## config.mk

```make
export PLATFORM = sky130hd
export DESIGN_NAME = exc_entry_seq
export DESIGN_NICKNAME = d
export VERILOG_FILES = /design/src/rtl/exc_entry_pkg.sv /design/src/rtl/exc_entry_arbiter.sv /design/src/rtl/exc_entry_target.sv /design/src/rtl/exc_entry_regs.sv /design/src/rtl/exc_entry_seq.sv
export SDC_FILE = /design/constraint.sdc
export NUM_CORES = 1
export LEC_CHECK = 0
export CORE_MARGIN = 4
export CORE_UTILIZATION = 51
export DETAILED_ROUTE_END_ITERATION = 7
export DONT_BUFFER_PORTS = 1
export PLACE_DENSITY = 0.64
export SETUP_SLACK_MARGIN = 0.02
export SLEW_MARGIN = 20
export SYNTH_ARGS = -nofsm -noshare
export SYNTH_HDL_FRONTEND = slang
export SYNTH_SLANG_ARGS = --single-unit
```

## constraint.sdc

```tcl
create_clock -name clk -period 1.1 [get_ports clk]
set_input_delay 0.22 -clock clk [delete_from_list [all_inputs] [get_ports clk]]
set_output_delay 0.22 -clock clk [all_outputs]
set_load 0.05 [all_outputs]
```

## src/rtl/exc_entry_pkg.sv

```systemverilog
package exc_entry_pkg;
  localparam int XLEN = 32;
  localparam int EVW  = 12;
  localparam int IMW  = 4;

  // status word field positions
  localparam int SR_BL   = 28;
  localparam int SR_RB   = 29;
  localparam int SR_MD   = 30;
  localparam int SR_FD   = 15;
  localparam int SR_IMLO = 4;

  // entry codes with special handling
  localparam logic [EVW-1:0] EC_RST_A  = 12'h000;
  localparam logic [EVW-1:0] EC_RST_B  = 12'h020;
  localparam logic [EVW-1:0] EC_RST_C  = 12'h140;
  localparam logic [EVW-1:0] EC_TLB_A  = 12'h040;
  localparam logic [EVW-1:0] EC_TLB_B  = 12'h060;
  localparam logic [EVW-1:0] EC_TRAP   = 12'h160;
  localparam logic [EVW-1:0] EC_PASSBL = 12'h1E0;

  typedef enum logic [1:0] {
    K_NONE = 2'd0,
    K_EXC  = 2'd1,
    K_IRQ  = 2'd2
  } kind_e;

  function automatic logic is_reset_class(input logic [EVW-1:0] c);
    return (c == EC_RST_A) || (c == EC_RST_B) || (c == EC_RST_C);
  endfunction

  function automatic logic is_tlb_class(input logic [EVW-1:0] c);
    return (c == EC_TLB_A) || (c == EC_TLB_B);
  endfunction

  function automatic logic [XLEN-1:0] entry_sr(input logic [XLEN-1:0] sr,
                                                input logic rst_class);
    logic [XLEN-1:0] s;
    s = sr;
    s[SR_BL] = 1'b1;
    s[SR_MD] = 1'b1;
    s[SR_RB] = 1'b1;
    if (rst_class) begin
      s[SR_FD] = 1'b0;
      s[SR_IMLO +: IMW] = '1;
    end
    return s;
  endfunction
endpackage

```

## src/rtl/exc_entry_arbiter.sv

```systemverilog
module exc_entry_arbiter
  import exc_entry_pkg::*;
(
  input  logic           boundary_i,
  input  logic           exc_valid_i,
  input  logic [EVW-1:0] exc_code_i,
  input  logic           irq_req_i,
  input  logic           irq_vec_valid_i,
  input  logic           blocked_i,
  output kind_e          kind_o,
  output logic [EVW-1:0] code_o,
  output logic           exc_ack_o
);
  logic want_exc;
  logic want_irq;
  logic demote;

  assign want_exc = boundary_i && exc_valid_i;
  assign want_irq = boundary_i && !exc_valid_i && irq_req_i && irq_vec_valid_i && !blocked_i;
  assign demote   = blocked_i && (exc_code_i != EC_PASSBL);

  always_comb begin
    kind_o = K_NONE;
    if (want_exc)      kind_o = K_EXC;
    else if (want_irq) kind_o = K_IRQ;
  end

  assign code_o    = demote ? EC_RST_A : exc_code_i;
  assign exc_ack_o = want_exc;
endmodule

```

## src/rtl/exc_entry_target.sv

```systemverilog
module exc_entry_target
  import exc_entry_pkg::*;
#(
  parameter logic [XLEN-1:0] RESET_PC = 32'hA000_0000,
  parameter logic [XLEN-1:0] OFS_GEN  = 32'h0000_0100,
  parameter logic [XLEN-1:0] OFS_TLB  = 32'h0000_0400,
  parameter logic [XLEN-1:0] OFS_IRQ  = 32'h0000_0600,
  parameter logic [XLEN-1:0] TRAP_ADJ = 32'd2
) (
  input  kind_e           kind_i,
  input  logic [EVW-1:0]  code_i,
  input  logic [XLEN-1:0] sr_i,
  input  logic [XLEN-1:0] pc_i,
  input  logic [XLEN-1:0] vbr_i,
  output logic [XLEN-1:0] nsr_o,
  output logic [XLEN-1:0] npc_o,
  output logic [XLEN-1:0] nspc_o
);
  logic is_exc;
  logic rst_entry;
  logic trap_entry;

  assign is_exc     = (kind_i == K_EXC);
  assign rst_entry  = is_exc && is_reset_class(code_i);
  assign trap_entry = is_exc && (code_i == EC_TRAP);

  always_comb begin
    nsr_o  = entry_sr(sr_i, rst_entry);
    nspc_o = trap_entry ? (pc_i + TRAP_ADJ) : pc_i;
    if (kind_i == K_IRQ)            npc_o = vbr_i + OFS_IRQ;
    else if (rst_entry)             npc_o = RESET_PC;
    else if (is_tlb_class(code_i))  npc_o = vbr_i + OFS_TLB;
    else                            npc_o = vbr_i + OFS_GEN;
  end
endmodule

```

## src/rtl/exc_entry_regs.sv

```systemverilog
module exc_entry_regs
  import exc_entry_pkg::*;
(
  input  logic            clk,
  input  logic            rst_n,
  input  kind_e           kind_i,
  input  logic [EVW-1:0]  code_i,
  input  logic [EVW-1:0]  vec_i,
  input  logic [XLEN-1:0] sr_i,
  input  logic [XLEN-1:0] r15_i,
  input  logic [XLEN-1:0] nsr_i,
  input  logic [XLEN-1:0] npc_i,
  input  logic [XLEN-1:0] nspc_i,
  output logic            take_o,
  output logic [XLEN-1:0] sr_o,
  output logic [XLEN-1:0] pc_o,
  output logic [XLEN-1:0] ssr_o,
  output logic [XLEN-1:0] spc_o,
  output logic [XLEN-1:0] sgr_o,
  output logic [EVW-1:0]  expevt_o,
  output logic [EVW-1:0]  intevt_o
);
  logic load;
  logic load_exc;
  logic load_irq;

  assign load_exc = (kind_i == K_EXC);
  assign load_irq = (kind_i == K_IRQ);
  assign load     = load_exc || load_irq;

  always_ff @(posedge clk or negedge rst_n) begin
    if (!rst_n) begin
      take_o   <= 1'b0;
      sr_o     <= '0;
      pc_o     <= '0;
      ssr_o    <= '0;
      spc_o    <= '0;
      sgr_o    <= '0;
      expevt_o <= '0;
      intevt_o <= '0;
    end else begin
      take_o <= load;
      if (load) begin
        sr_o  <= nsr_i;
        pc_o  <= npc_i;
        ssr_o <= sr_i;
        spc_o <= nspc_i;
        sgr_o <= r15_i;
      end
      if (load_exc) expevt_o <= code_i;
      if (load_irq) intevt_o <= vec_i;
    end
  end

  AST_ENTRY_FLAGS: assert property (@(posedge clk) disable iff (!rst_n)
    take_o |-> (sr_o[SR_BL] && sr_o[SR_MD] && sr_o[SR_RB]));

  AST_HOLD_IDLE: assert property (@(posedge clk) disable iff (!rst_n)
    (kind_i == K_NONE) |=> ($stable(pc_o) && $stable(expevt_o) && $stable(intevt_o) && !take_o));

  AST_IRQ_KEEPS_EXPEVT: assert property (@(posedge clk) disable iff (!rst_n)
    (kind_i == K_IRQ) |=> $stable(expevt_o));
endmodule

```

## src/rtl/exc_entry_seq.sv

```systemverilog
module exc_entry_seq
  import exc_entry_pkg::*;
#(
  parameter logic [XLEN-1:0] RESET_PC = 32'hA000_0000,
  parameter logic [XLEN-1:0] OFS_GEN  = 32'h0000_0100,
  parameter logic [XLEN-1:0] OFS_TLB  = 32'h0000_0400,
  parameter logic [XLEN-1:0] OFS_IRQ  = 32'h0000_0600,
  parameter logic [XLEN-1:0] TRAP_ADJ = 32'd2
) (
  input  logic            clk,
  input  logic            rst_n,
  input  logic            boundary_i,
  input  logic            exc_valid_i,
  input  logic [EVW-1:0]  exc_code_i,
  input  logic            irq_req_i,
  input  logic            irq_vec_valid_i,
  input  logic [EVW-1:0]  irq_vec_i,
  input  logic [XLEN-1:0] sr_i,
  input  logic [XLEN-1:0] pc_i,
  input  logic [XLEN-1:0] r15_i,
  input  logic [XLEN-1:0] vbr_i,
  output logic [IMW-1:0]  irq_mask_o,
  output logic            exc_ack_o,
  output logic            take_o,
  output logic [XLEN-1:0] sr_o,
  output logic [XLEN-1:0] pc_o,
  output logic [XLEN-1:0] ssr_o,
  output logic [XLEN-1:0] spc_o,
  output logic [XLEN-1:0] sgr_o,
  output logic [EVW-1:0]  expevt_o,
  output logic [EVW-1:0]  intevt_o
);
  kind_e           sel_kind;
  logic [EVW-1:0]  entry_code;
  logic [XLEN-1:0] nsr;
  logic [XLEN-1:0] npc;
  logic [XLEN-1:0] nspc;

  assign irq_mask_o = sr_i[SR_IMLO +: IMW];

  exc_entry_arbiter u_arb (
    .boundary_i      (boundary_i),
    .exc_valid_i     (exc_valid_i),
    .exc_code_i      (exc_code_i),
    .irq_req_i       (irq_req_i),
    .irq_vec_valid_i (irq_vec_valid_i),
    .blocked_i       (sr_i[SR_BL]),
    .kind_o          (sel_kind),
    .code_o          (entry_code),
    .exc_ack_o       (exc_ack_o)
  );

  exc_entry_target #(
    .RESET_PC (RESET_PC),
    .OFS_GEN  (OFS_GEN),
    .OFS_TLB  (OFS_TLB),
    .OFS_IRQ  (OFS_IRQ),
    .TRAP_ADJ (TRAP_ADJ)
  ) u_tgt (
    .kind_i (sel_kind),
    .code_i (entry_code),
    .sr_i   (sr_i),
    .pc_i   (pc_i),
    .vbr_i  (vbr_i),
    .nsr_o  (nsr),
    .npc_o  (npc),
    .nspc_o (nspc)
  );

  exc_entry_regs u_regs (
    .clk      (clk),
    .rst_n    (rst_n),
    .kind_i   (sel_kind),
    .code_i   (entry_code),
    .vec_i    (irq_vec_i),
    .sr_i     (sr_i),
    .r15_i    (r15_i),
    .nsr_i    (nsr),
    .npc_i    (npc),
    .nspc_i   (nspc),
    .take_o   (take_o),
    .sr_o     (sr_o),
    .pc_o     (pc_o),
    .ssr_o    (ssr_o),
    .spc_o    (spc_o),
    .sgr_o    (sgr_o),
    .expevt_o (expevt_o),
    .intevt_o (intevt_o)
  );

  AST_EXC_WINS: assert property (@(posedge clk) disable iff (!rst_n)
    (boundary_i && exc_valid_i) |=> (take_o && $stable(intevt_o)));

  AST_BLOCKED_IRQ: assert property (@(posedge clk) disable iff (!rst_n)
    (boundary_i && !exc_valid_i && sr_i[SR_BL]) |=> !take_o);

  AST_DEMOTE_RESET: assert property (@(posedge clk) disable iff (!rst_n)
    (boundary_i && exc_valid_i && sr_i[SR_BL] && (exc_code_i != EC_PASSBL))
      |=> ((expevt_o == EC_RST_A) && (pc_o == RESET_PC)));

  AST_NO_VECTOR: assert property (@(posedge clk) disable iff (!rst_n)
    (boundary_i && !exc_valid_i && !irq_vec_valid_i) |=> !take_o);
endmodule

```

After elaboration in Yosys (flattened, before gate mapping) --
Cells that the tools add are included. W data, S select, Z words.
Storage, ports and cells: register bits after elaboration 185, output and inout port bits 190, input port bits 158, logic and storage cells 44
Cells by class: eq/ne operators 8, add/subtract/negate cells 4, muxes and demuxes 9, reduce and logical (&&, ||, !) cells 15
Operator list (number):
- $mux W32 | 4
- $add A32 B11 Y32 const B | 2
- $add A32 B2 Y32 const B | 1
- $add A32 B9 Y32 const B | 1
- $eq A12 B7 Y1 const B | 2
- $eq A12 B9 Y1 const B | 2
- $eq A12 B6 Y1 const B | 1
- $logic_not A12 Y1 | 1
- $mux W12 | 1
- $ne A12 B9 Y1 const B | 1
- $logic_and A1 B1 Y1 | 8
- $logic_or A1 B1 Y1 | 4
- $mux W2 | 2
- $mux W4 | 1
- $eq A2 B1 Y1 const B | 1
- $eq A2 B2 Y1 const B | 1
- $logic_not A1 Y1 | 2
- $mux W1 | 1

Longest topological paths before layout --
Gate-level depths: netlist (run 1).
word-level depth 11, depth in mapped cells 8, depth with buffers taken out 7

Modules after synthesis --
Synthesis (run 1) repeated with hierarchy kept, for this count alone.
Second synthesis, totals: cell total of the unflattened synthesis 713, area total of the unflattened synthesis 9340.2 um^2
Modules (own cells, without submodules):
- exc_entry_regs | cells an instance 394, area an instance 7240.7 um^2, times used 1
- exc_entry_target | cells an instance 288, area an instance 1879.3 um^2, times used 1
- exc_entry_arbiter | cells an instance 27, area an instance 190.2 um^2, times used 1
- exc_entry_seq | cells an instance 4, area an instance 30.0 um^2, times used 1

Least setup slack after synthesis (run 1) --
Ideal clock, no wire load.
path kind input port to flip-flop, start input port exc_code_i[1], end register u_regs.spc_o[30], slack -1567 ps, setup time 82 ps, data arrival time 2585 ps, stages on the path 6, required time 1018 ps, path buffers 1, cells stage by stage or4_1 > or4_1 > clkbuf_2 > or4_4 > or4_1 > a31oi_1
Between the ends: word-level cells in the longest chain between the ends 6
RTL lines:
- start, declared | line exc_entry_seq.sv:14 | input logic [EVW-1:0] exc_code_i,
- $ne A12 B9 Y1 | line exc_entry_arbiter.sv:20 | assign demote = blocked_i && (exc_code_i != EC_PASSBL);
- $logic_and A1 B1 Y1 | line exc_entry_arbiter.sv:20
- $mux W12 * | line exc_entry_arbiter.sv:28 | assign code_o = demote ? EC_RST_A : exc_code_i;
- $eq A12 B9 Y1 * | line exc_entry_target.sv:25 | assign trap_entry = is_exc && (code_i == EC_TRAP);
- $logic_and A1 B1 Y1 * | line exc_entry_target.sv:25
- $mux W32 * | line exc_entry_target.sv:29 | nspc_o = trap_entry ? (pc_i + TRAP_ADJ) : pc_i;
- end signal, assigned | line exc_entry_regs.sv:47 | spc_o <= nspc_i;
- end, declared | line exc_entry_regs.sv:18 | output logic [XLEN-1:0] spc_o,
Every way passes the cells marked *; elsewhere a longest branch is shown, timed or not. A chain may end at the register's enable or synchronous reset.

Worst setup path in the final report (run 1) --
start input port exc_code_i[2], end register u_regs.spc_o[9]
The elaborated chain is that of the path after synthesis.

==> impl_metrics.toml, run 1 <==
[timing]
transition_time_at_the_pin_with_the_least_slew_margin_ns = 0.671
slew_headroom = 0.552
setup_repair_after_global_routing_missed_its_margin = "true"
layout_setup_ws_ns = -0.972
final_min_period_over_clock_period = 1.88
final-setup-viol-count = 253
fin_tns_setup_ns = -68.94
finalHoldViolCount = 160
max_freq_ghz = 0.483
final.setup_skew_ns = 0
final-max-slew-violation-count = 0
fin_hold_ws_ns = -0.524
post-route-min-period_ns = 2.07

[synthesis]
async_reset_ff_frac = 1.00
post_synth_num_cell_types = 62
synth_fp_nets = 1127
number_of_flip_flops_and_latches_in_the_synthesized_netlist = 159
synth_edf_count = 0
avgSynthCellArea_sq_um = 8.62
ys_warn_count = 0
yosysSeqAreaShare = 0.480
post_synth_inst_count = 963
synth_top_flop_cell = "sky130_fd_sc_hd__dfrtp_1"
mappedNetlistArea_sq_um = 8300

[floorplan]
design.portCount = 348
rows = 46
design.die.area_sq_um = 18400
width_of_the_die_um = 136
start_util = 0.522
core_sq_um = 15900
die_h_um = 136

[place]
post-place-ws_ns = -1.50
gp_congestion = 0.899
placed_cells_incl_taps = 1305
placedInstanceArea_sq_um = 10200
place.port_buffers = 0
post-dp-hpwl_um = 21300

[setup_path]
worst-r2r-setup-slack_ns = -0.09
critical_path.endpoint_type = "register"
timing.critical_path.required_ns = 1.43
critical_path_source_type = "primary input"
arrival_time_of_the_worst_setup_path_ns = 2.40
criticalPathCategory = "primary input to register"
worst-path-max-fanout = 3

[grt]
grt_first_pass_wirelength_um = 54200
grt_use_total = 0.379
top_usage_layer = "met2"
grt_start_max_net_pins = 160
met1_usage = 0.433
antenna_found_initial = 3
gr_util_met2 = 0.637
met3_usage = 0.114
grt_pass1_vias = 9856
grt-ovfl-total = 0

[clock_tree]
tritoncts = "built"
reg_clk_slew_reported_paths_ns = 0.07
cts_made_buffers = 17
worst_skew_pair.late_latency_ns = 0.44
cts_max_level = 4
clock_tree_buffer_depth = 2
buffer_cell_driving_the_clock_tree_root = "sky130_fd_sc_hd__clkbuf_16"
clock_sink_count = 159

[cells_and_area]
fin_area_sq_um = 13700
regArea_sq_um = 4110
layout.cells.non_filler = 1544
area_growth_pct = 65.7
final_core_util = 0.865
fillCellCount = 787
multi_input_area_sq_um = 4430
num-nets-final = 1474
final_layout_size_suffix_gt1_frac = 0.377

[route]
vias = 9581
final_antenna_net_count = 0
drt-pass1-iter-count = 6
vias_per_cell = 6.21
drt_drc_violations_left = 0
initial_drt_markers = 870
detail_route.wl_per_cell_um = 24.5
wirelength_um = 37900

[power_and_ir_drop]
worst_ir_drop_vdd_uv = 1270
power.static_leakage_nw = 6.14
power.density_cell_area_nw_per_um2 = 1560

[run_status]
violations_in_the_final_reports = "negative hold slack, negative setup slack"
run_status = "finished, violations left"

[flow_run]
max_cap_viol_count = 0

[worst_hold_path]
worstHoldPathType = "primary input to asynchronous set/reset pin"
## sequential cells by signal (all words and copies together) (netlist names)
register,flops
u_regs.sgr_o,32
u_regs.ssr_o,32
u_regs.spc_o,32
u_regs.intevt_o,12
u_regs.take_o,1
u_regs.sr_o,6
u_regs.expevt_o,12
u_regs.pc_o,32
## through the flow
step                      hold WS (ns)  total power [mW]
final                           -0.524              21.4
after global routing            -0.542              22.0
after global placement         -0.0699              13.5
after CTS                       -0.531              20.8
after detailed placement       -0.0694              13.6
after floorplan                -0.0756              12.1
## placed cells by master, fill, tap and decap left out, drive strengths merged, types with 7 or more instances in the layout
master,count
a21oi,14
a22o,8
a31oi,14
and3,14
buf,282
clkbuf,19
dfrtp,159
dlygate4sd3,130
inv,22
nand2,301
nand2b,7
nand3,33
nand4,23
nor2,38
nor3,20
nor4,15
o21ai,39
o31ai,15
or4,21
xnor2,30
xor2,15
## critical path, stage by stage
cell	delay [ns]
sky130_fd_sc_hd__or4_4	0.52
sky130_fd_sc_hd__buf_4	0.15
sky130_fd_sc_hd__buf_6	0.10
sky130_fd_sc_hd__buf_6	0.11
sky130_fd_sc_hd__nor4_4	0.15
sky130_fd_sc_hd__buf_4	0.18
sky130_fd_sc_hd__buf_4	0.11
sky130_fd_sc_hd__buf_8	0.11
sky130_fd_sc_hd__buf_6	0.10
sky130_fd_sc_hd__nand4_1	0.14
sky130_fd_sc_hd__xor2_2	0.24
sky130_fd_sc_hd__o21ai_2	0.25
## final timing paths
check | from | cells after the start | endpoint
worst max register to register | u_regs.pc_o[18] | 4 | u_regs.pc_o[18]
min in group clk | pc_i[30] | 2 | u_regs.spc_o[30]
worst max-delay path | exc_code_i[2] | 12 | u_regs.spc_o[9]
worst min register to register | u_regs.sgr_o[6] | 2 | u_regs.sgr_o[6]
max in group asynchronous | rst_n | 0 | u_regs.intevt_o[8]
worst min-delay path | rst_n | 0 | u_regs.spc_o[20]
## cell usage after synthesis (13+ instances only)
master / n / area, sq um
sky130_fd_sc_hd__o31ai_1: 15 / 113
sky130_fd_sc_hd__clkbuf_1: 46 / 173
sky130_fd_sc_hd__or4_1: 19 / 143
sky130_fd_sc_hd__o21ai_0: 38 / 190
sky130_fd_sc_hd__inv_1: 13 / 48.8
sky130_fd_sc_hd__xor2_1: 15 / 131
sky130_fd_sc_hd__nand4_1: 23 / 144
sky130_fd_sc_hd__dfrtp_1: 159 / 3980
sky130_fd_sc_hd__a21oi_1: 14 / 70.1
sky130_fd_sc_hd__buf_4: 30 / 225
sky130_fd_sc_hd__a31oi_1: 14 / 87.6
sky130_fd_sc_hd__xnor2_1: 30 / 263
sky130_fd_sc_hd__nor3_1: 20 / 100
sky130_fd_sc_hd__nor2_1: 38 / 143
sky130_fd_sc_hd__nand2_1: 301 / 1130
sky130_fd_sc_hd__nor4_1: 14 / 87.6
sky130_fd_sc_hd__and3_1: 14 / 87.6
sky130_fd_sc_hd__nand3_1: 33 / 165
## what timing repair did
item                                   CTS  global route
hold buffers                           128             2
gates cloned                             3             1
pin swaps                               40            34
gates resized for setup                242            55
setup endpoints to repair              317           318
buffers inserted                        42            28
endpoints found under the hold margin  294           162
## kinds of logic (layout without fill, tap and decap cells)
logic type               after synthesis  count (layout)  synth area share
AO/OA/AOI/OAI                        138             138             0.113
XOR/XNOR                              45              45            0.0475
adder cells (fa/ha/maj)                6               6           0.00905
buffers and inverters                100             460            0.0590
flip-flops                           159             159             0.480
multiplexers                           6               6           0.00739
other                                  0               5                 0
AND/OR/NAND/NOR                      509             509             0.284
## area by class of cell
class,instances,share of cell area
antenna,5,0.000910
clock buffer,18,0.0320
clock inverter,14,0.0120
inverter,14,0.00410
multi-input combinational,704,0.322
sequential,159,0.299
tap,216,0.0197
timing repair buffer,414,0.311
## per-layer routing
| layer | share of wire | wire length [um] |
|---|---|---|
| met5 | 0 | 0 |
| met2 | 0.50 | 18800 |
| met4 | 0.065 | 2460 |
| met3 | 0.10 | 3890 |
| met1 | 0.34 | 12800 |
## power by group
group	internal (mW)	leakage (nW)	switching, mW
combinational	2.58	4.01	3.69
sequential	6.75	1.84	2.21
clock	3.49	0.297	2.69
total	12.8	6.14	8.59
Note: power is estimated with default switching activity, not from simulation.
==> run 2, diff against run 1 <==
BUFFER_PORTS_ARGS = -buffer_cell sky130_fd_sc_hd__buf_4   (was default)
CORE_UTILIZATION = 30   (was 51)
DONT_BUFFER_PORTS = default   (was 1)
PLACE_DENSITY = 0.52   (was 0.64)
==> run 2 against run 1 <==
Compared with the run above:
- the run ends with negative setup slack left
- global-route usage is 15 points lower
- cell area is 24% higher
- non-clock buffer count is 301 higher
- count of clock-buffer cells in the layout stayed put
- worst hold slack better by 0.56 ns
==> impl_metrics.toml, run 2 (synthesis gave the netlist of run 1 again) <==
[floorplan]
core_sq_um = 27100
design.portCount = 348
rows = 60
design.die.area_sq_um = 30400
start_util = 0.306
die_h_um = 174
width_of_the_die_um = 174

[clock_tree]
cts_max_level = 4
clock_sink_count = 159
clock_tree_buffer_depth = 2
reg_clk_slew_reported_paths_ns = 0.07
cts_made_buffers = 17
buffer_cell_driving_the_clock_tree_root = "sky130_fd_sc_hd__clkbuf_16"
tritoncts = "built"
worst_skew_pair.late_latency_ns = 0.43

[timing]
fin_tns_setup_ns = -93.07
fin_hold_ws_ns = 0.0348
layout_setup_ws_ns = -1.06
final-max-slew-violation-count = 0
finalHoldViolCount = 0
final_min_period_over_clock_period = 1.96
slew_headroom = 0.487
final-setup-viol-count = 341
transition_time_at_the_pin_with_the_least_slew_margin_ns = 0.750
max_freq_ghz = 0.464
setup_repair_after_global_routing_missed_its_margin = "true"
final.setup_skew_ns = 0
post-route-min-period_ns = 2.16

[cells_and_area]
final_core_util = 0.630
regArea_sq_um = 4010
final_common_cell = "sky130_fd_sc_hd__buf_4"
layout.cells.non_filler = 1996
insertedDiodeCount = 0
area_growth_pct = 106
final_layout_size_suffix_gt1_frac = 0.556
fillCellCount = 2200
multi_input_area_sq_um = 4900
num-nets-final = 1775
layout_common_cells = "374 x sky130_fd_sc_hd__buf_4, 218 x sky130_fd_sc_hd__buf_6, 182 x sky130_fd_sc_hd__nand2_1, 133 x sky130_fd_sc_hd__dfrtp_1, 73 x sky130_fd_sc_hd__dlygate4sd3_1"
fin_area_sq_um = 17100

[place]
placed_cells_incl_taps = 1784
post-dp-hpwl_um = 24600
gp_congestion = 0.867
place.port_buffers = 347
post-place-ws_ns = -1.67
placedInstanceArea_sq_um = 12700

[route]
drt-pass1-iter-count = 4
drt_drc_violations_left = 0
wirelength_um = 37300
vias = 9682
detail_route.wl_per_cell_um = 18.7
final_antenna_net_count = 0
initial_drt_markers = 534
vias_per_cell = 4.85

[power_and_ir_drop]
power.static_leakage_nw = 8.19
power.density_cell_area_nw_per_um2 = 1360
worst_ir_drop_vdd_uv = 705
total_power_mw = 23.2

[worst_hold_path]
worstHoldPathType = "primary input to register"
holdPathEnd = "u_regs.ssr_o[7]"
min_path_cells = 3
hp-start = "sr_i[7]"

[grt]
grt_start_max_net_pins = 58
grt_use_total = 0.231
antenna_found_initial = 0
grt-ovfl-total = 0
grt_pass1_vias = 9922
grt_first_pass_wirelength_um = 56100

[setup_path]
number_of_cell_instances_on_the_worst_register_to_register_path = 4
arrival_time_of_the_worst_setup_path_ns = 2.49
timing.critical_path.required_ns = 1.44
criticalPathCategory = "primary input to register"
critical_path_source_type = "primary input"
rr_startpoint = "u_regs.pc_o[18]"
critical_path.endpoint_type = "register"
timing.rr.end = "u_regs.pc_o[18]"
worst-r2r-setup-slack_ns = -0.04
worst-path-max-fanout = 4

[run_status]
run_status = "finished, violations left"
violations_in_the_final_reports = "negative setup slack"

[flow_run]
max_cap_viol_count = 0
-- run 2: changes by cell type in the layout (fill, tap and decap cells not counted), sizes merged --
cell	delta
diode	-5
inv	-1
buf	+352
clkinv	+2
bufinv	-1
bufbuf	+2
clkbuf	+4
dlygate4sd3	-57
-- run 2: critical path: stages --
cell,delay [ns]
sky130_fd_sc_hd__buf_6,0.09
sky130_fd_sc_hd__or4_4,0.54
sky130_fd_sc_hd__or4_4,0.54
sky130_fd_sc_hd__or4_4,0.45
sky130_fd_sc_hd__or4_1,0.51
sky130_fd_sc_hd__a31oi_1,0.14
-- run 2: repair_timing --
action                                 in CTS  in global routing
hold buffers                               73                  0
cloned                                     16                  5
endpoints found under the hold margin     231                  0
gates resized for setup                   377                164
pin swaps                                  72                 32
setup endpoints to repair                 341                341
buffers inserted                           80                 17
-- run 2: final cells by class --
class                      instances  share of cell area
clock inverter                    14             0.00843
tap                              372              0.0273
inverter                          14             0.00411
clock buffer                      18              0.0251
timing repair buffer             715               0.413
multi-input combinational        704               0.287
sequential                       159               0.235
-- run 2: how the worst max path moves through the flow --
stage | startpoint | end | depth (start not counted)
2_1_floorplan | exc_code_i[1] | u_regs.spc_o[30] | 6
3_3_place_gp | exc_code_i[1] | u_regs.spc_o[30] | 6
3_5_place_dp | exc_code_i[1] | u_regs.spc_o[30] | 6
4_1_cts | exc_code_i[2] | u_regs.spc_o[30] | 6
5_1_grt | exc_code_i[2] | u_regs.spc_o[24] | 11
6_report | exc_code_i[2] | u_regs.spc_o[30] | 6
-- run 2: power by group --
group	switching, mW	total [mW]	internal (mW)	leakage [nW]
clock network	2.82	6.03	3.21	0.281
logic	5.80	9.82	4.03	6.00
registers	0.686	7.37	6.68	1.91
-- run 2: metal layers --
metal,global-route usage,up-vias,share of wire
met3,0.0441,40,0.052
met2,0.409,315,0.52
met5,0,-,0
met4,0.0640,0,0.019
li1,-,4636,-
met1,0.289,4691,0.41
==> run 3, diff against run 2 <==
ABC_AREA = 1   (was default)
PLACE_DENSITY = 0.51   (was 0.52)
==> run 3 against run 2 <==
Compared with the run above:
- the run still ends with negative setup slack left
- largest cell class unchanged
- worst setup slack better by 0.68 ns
- critical endpoint is now u_regs.pc_o[21]
- final cell count increased by 20%
- die area up 9.7%
- global-route usage shrank 0.51 points
==> impl_metrics.toml, run 3 <==
[cells_and_area]
insertedDiodeCount = 0
layout_common_cells = "481 x sky130_fd_sc_hd__nand2_1, 424 x sky130_fd_sc_hd__buf_4, 205 x sky130_fd_sc_hd__buf_6, 132 x sky130_fd_sc_hd__dfrtp_1, 99 x sky130_fd_sc_hd__nor2_1"
final_common_cell = "sky130_fd_sc_hd__nand2_1"
area_growth_pct = 93.4
final_layout_size_suffix_gt1_frac = 0.440
layout.cells.non_filler = 2393
num-nets-final = 2154
fin_area_sq_um = 17700

[setup_path]
critical_path.endpoint_type = "register"
slowest_delay_ns = 0.18
timing.critical_path.mode_cell = "sky130_fd_sc_hd__nand2_4"
arrival_time_of_the_worst_setup_path_ns = 1.84
critical_path_source_type = "primary input"
criticalPathCategory = "primary input to register"
worst-path-max-fanout = 18
path_cells = "buf_8 -> inv_12 -> nand2_4 -> nor2_4 -> nand3_2 -> nand2_4 -> buf_12 -> nand2_1 -> nand2_2 -> nor2_1 -> nand2_1 -> nand2_4 -> nor2_4 -> buf_12 -> nand3_1 -> a21oi_2"
worst_path_max_delay_cell = "sky130_fd_sc_hd__buf_12"
number_of_cell_instances_on_the_worst_register_to_register_path = 4
timing.critical_path.required_ns = 1.46

[place]
placedInstanceArea_sq_um = 14200
gp_congestion = 0.889
placed_cells_incl_taps = 2202
place.port_buffers = 347
post-dp-hpwl_um = 28100

[route]
detail_route.wl_per_cell_um = 16.3
vias_per_cell = 4.59
wirelength_um = 39100
drt_drc_violations_left = 0
vias = 11000
drt-pass1-iter-count = 5
initial_drt_markers = 482
final_antenna_net_count = 0

[synthesis]
post_synth_inst_count = 1301
synth_top_cells_by_area = "sky130_fd_sc_hd__dfrtp_1 44%, sky130_fd_sc_hd__nand2_1 22%, sky130_fd_sc_hd__nand3_1 4.5%"
yosys-top-cells-count = "532 x sky130_fd_sc_hd__nand2_1, 159 x sky130_fd_sc_hd__dfrtp_1, 108 x sky130_fd_sc_hd__inv_1, 108 x sky130_fd_sc_hd__nor2_1, 83 x sky130_fd_sc_hd__nand3_1"
post_synth_fa_ha_maj_area_fraction = 0.00821
synth_edf_count = 0
post_synth_num_cell_types = 37
ys_warn_count = 0
synthDominantAreaCellType = "sky130_fd_sc_hd__dfrtp_1"
synth_fp_nets = 1465
synth_top_family_by_area = "simple AND/OR/NAND/NOR gates"
synth_top_flop_cell = "sky130_fd_sc_hd__dfrtp_1"
yosysSeqAreaShare = 0.435
synth.area.mux_share = 0
synth_largest_type_area_fraction = 0.435
async_reset_ff_frac = 1.00
avgSynthCellArea_sq_um = 7.03
synthMostInstantiatedCell = "sky130_fd_sc_hd__nand2_1"
synth_xor_area_frac = 0.0412
mappedNetlistArea_sq_um = 9150
synth_compound_area_frac = 0.0710
number_of_flip_flops_and_latches_in_the_synthesized_netlist = 159
synthSimpleGateAreaFrac = 0.351

[grt]
antenna_found_initial = 0
grt-ovfl-total = 0
grt_first_pass_wirelength_um = 60100
grt_use_total = 0.226
grt_start_max_net_pins = 43
grt_pass1_vias = 11200

[timing]
max_freq_ghz = 0.677
final-max-slew-violation-count = 0
fin_tns_setup_ns = -40.72
final_min_period_over_clock_period = 1.34
slew_headroom = 0.728
post-route-min-period_ns = 1.48
final.setup_skew_ns = 0
setup_repair_after_global_routing_missed_its_margin = "true"
finalHoldViolCount = 0
layout_setup_ws_ns = -0.377
transition_time_at_the_pin_with_the_least_slew_margin_ns = 0.405
final-setup-viol-count = 254

[clock_tree]
worst_skew_pair.late_latency_ns = 0.42
cts_made_buffers = 17
reg_clk_slew_reported_paths_ns = 0.07
tritoncts = "built"
clock_tree_buffer_depth = 2
cts_max_level = 4
buffer_cell_driving_the_clock_tree_root = "sky130_fd_sc_hd__clkbuf_16"
clock_sink_count = 159

[floorplan]
start_util = 0.306
core_sq_um = 29900
width_of_the_die_um = 183
design.portCount = 348
design.die.area_sq_um = 33300
rows = 63
die_h_um = 183

[run_status]
run_status = "finished, violations left"
violations_in_the_final_reports = "negative setup slack"

[worst_hold_path]
worstHoldPathType = "primary input to register"
min_path_cells = 3

[flow_run]
max_cap_viol_count = 0

[power_and_ir_drop]
power.density_cell_area_nw_per_um2 = 1340
worst_ir_drop_vdd_uv = 952
power.static_leakage_nw = 9.17
run 3: cell count changes in the layout (fill, tap and decap cells not counted), sizes merged, moves of 21 or more:
cell | previous run | this run
a21oi | 14 | 40
buf | 634 | 670
inv | 21 | 120
nand2 | 301 | 533
nand3 | 33 | 87
nor2 | 38 | 116
o21ai | 39 | 64
or4 | 21 | 0
xnor2 | 30 | 7
xor2 | 15 | 36
run 3: where the power goes:
part           leakage, nW  internal [mW]  switching (mW)
combinational         6.97           4.16            5.92
clock                0.285           3.26            2.93
sequential            1.91           6.70           0.742
total                 9.17           14.1            9.59
run 3: critical path, delay by kind of cell:
kind	cells	cell delay, ns
AO/OA/AOI/OAI	1	0.12
buffers and inverters	4	0.46
AND/OR/NAND/NOR	11	1.01
run 3: layout make-up:
| class | count | area (sq um) |
|---|---|---|
| Timing Repair Buffer | 744 | 7190 |
| Sequential cell | 159 | 4010 |
| Timing Repair inverter | 1 | 16.3 |
| Clock inverter | 15 | 171 |
| Fill cell | 2675 | 12200 |
| Tap cell | 390 | 488 |
| Inverter | 114 | 507 |
| Clock buffer | 17 | 425 |
| Multi-Input combinational cell | 953 | 4880 |
run 3: stage by stage:
step / power [mW] / utilization / hold WS, ns / setup slack, ns
after CTS: 23.6 / 0.574 / 0.00544 / -0.346
after detailed placement: 15.7 / 0.475 / 0.103 / -0.837
final: 23.7 / 0.592 / 0.0262 / -0.377
after global placement: 15.7 / 0.475 / 0.103 / -0.825
after floorplan: 12.3 / - / -0.0756 / -0.554
after global routing: 24.8 / 0.592 / 0.00689 / -0.510
run 3: cell families after synthesis:
| kind of cell | after synthesis |
|---|---|
| AND/OR/NAND/NOR | 783 |
| adder cells (fa/ha/maj) | 6 |
| XOR/XNOR | 43 |
| flip-flops | 159 |
| buffers and inverters | 189 |
| AO/OA/AOI/OAI | 121 |
run 3: routing by layer:
| layer | routed length, um | track usage | part of all wire |
|---|---|---|---|
| met4 | 1030 | 0.0736 | 0.026 |
| met1 | 16100 | 0.279 | 0.41 |
| met2 | 20100 | 0.406 | 0.51 |
| met3 | 1880 | 0.0315 | 0.048 |
| met5 | 0 | 0 | 0 |
run 3: final timing paths:
check	startpoint	endpoint	slack, ns
max in group asynchronous	rst_n	u_regs.ssr_o[12]	0.34
min in group asynchronous	rst_n	u_regs.pc_o[12]	0.23
setup / recovery	exc_code_i[1]	u_regs.pc_o[21]	-0.38
hold / removal	r15_i[5]	u_regs.sgr_o[5]	0.03
setup reg to reg	u_regs.spc_o[2]	u_regs.spc_o[2]	0.14
hold reg to reg	u_regs.intevt_o[5]	u_regs.intevt_o[5]	0.50
run 3: what timing repair did:
action,in CTS,in global routing
hold buffers,69,0
endpoints found under the setup margin,310,319
buffers inserted,38,38
resized for setup,247,99
pin swaps,17,25
gates cloned,16,2
hold endpoints to repair,227,0
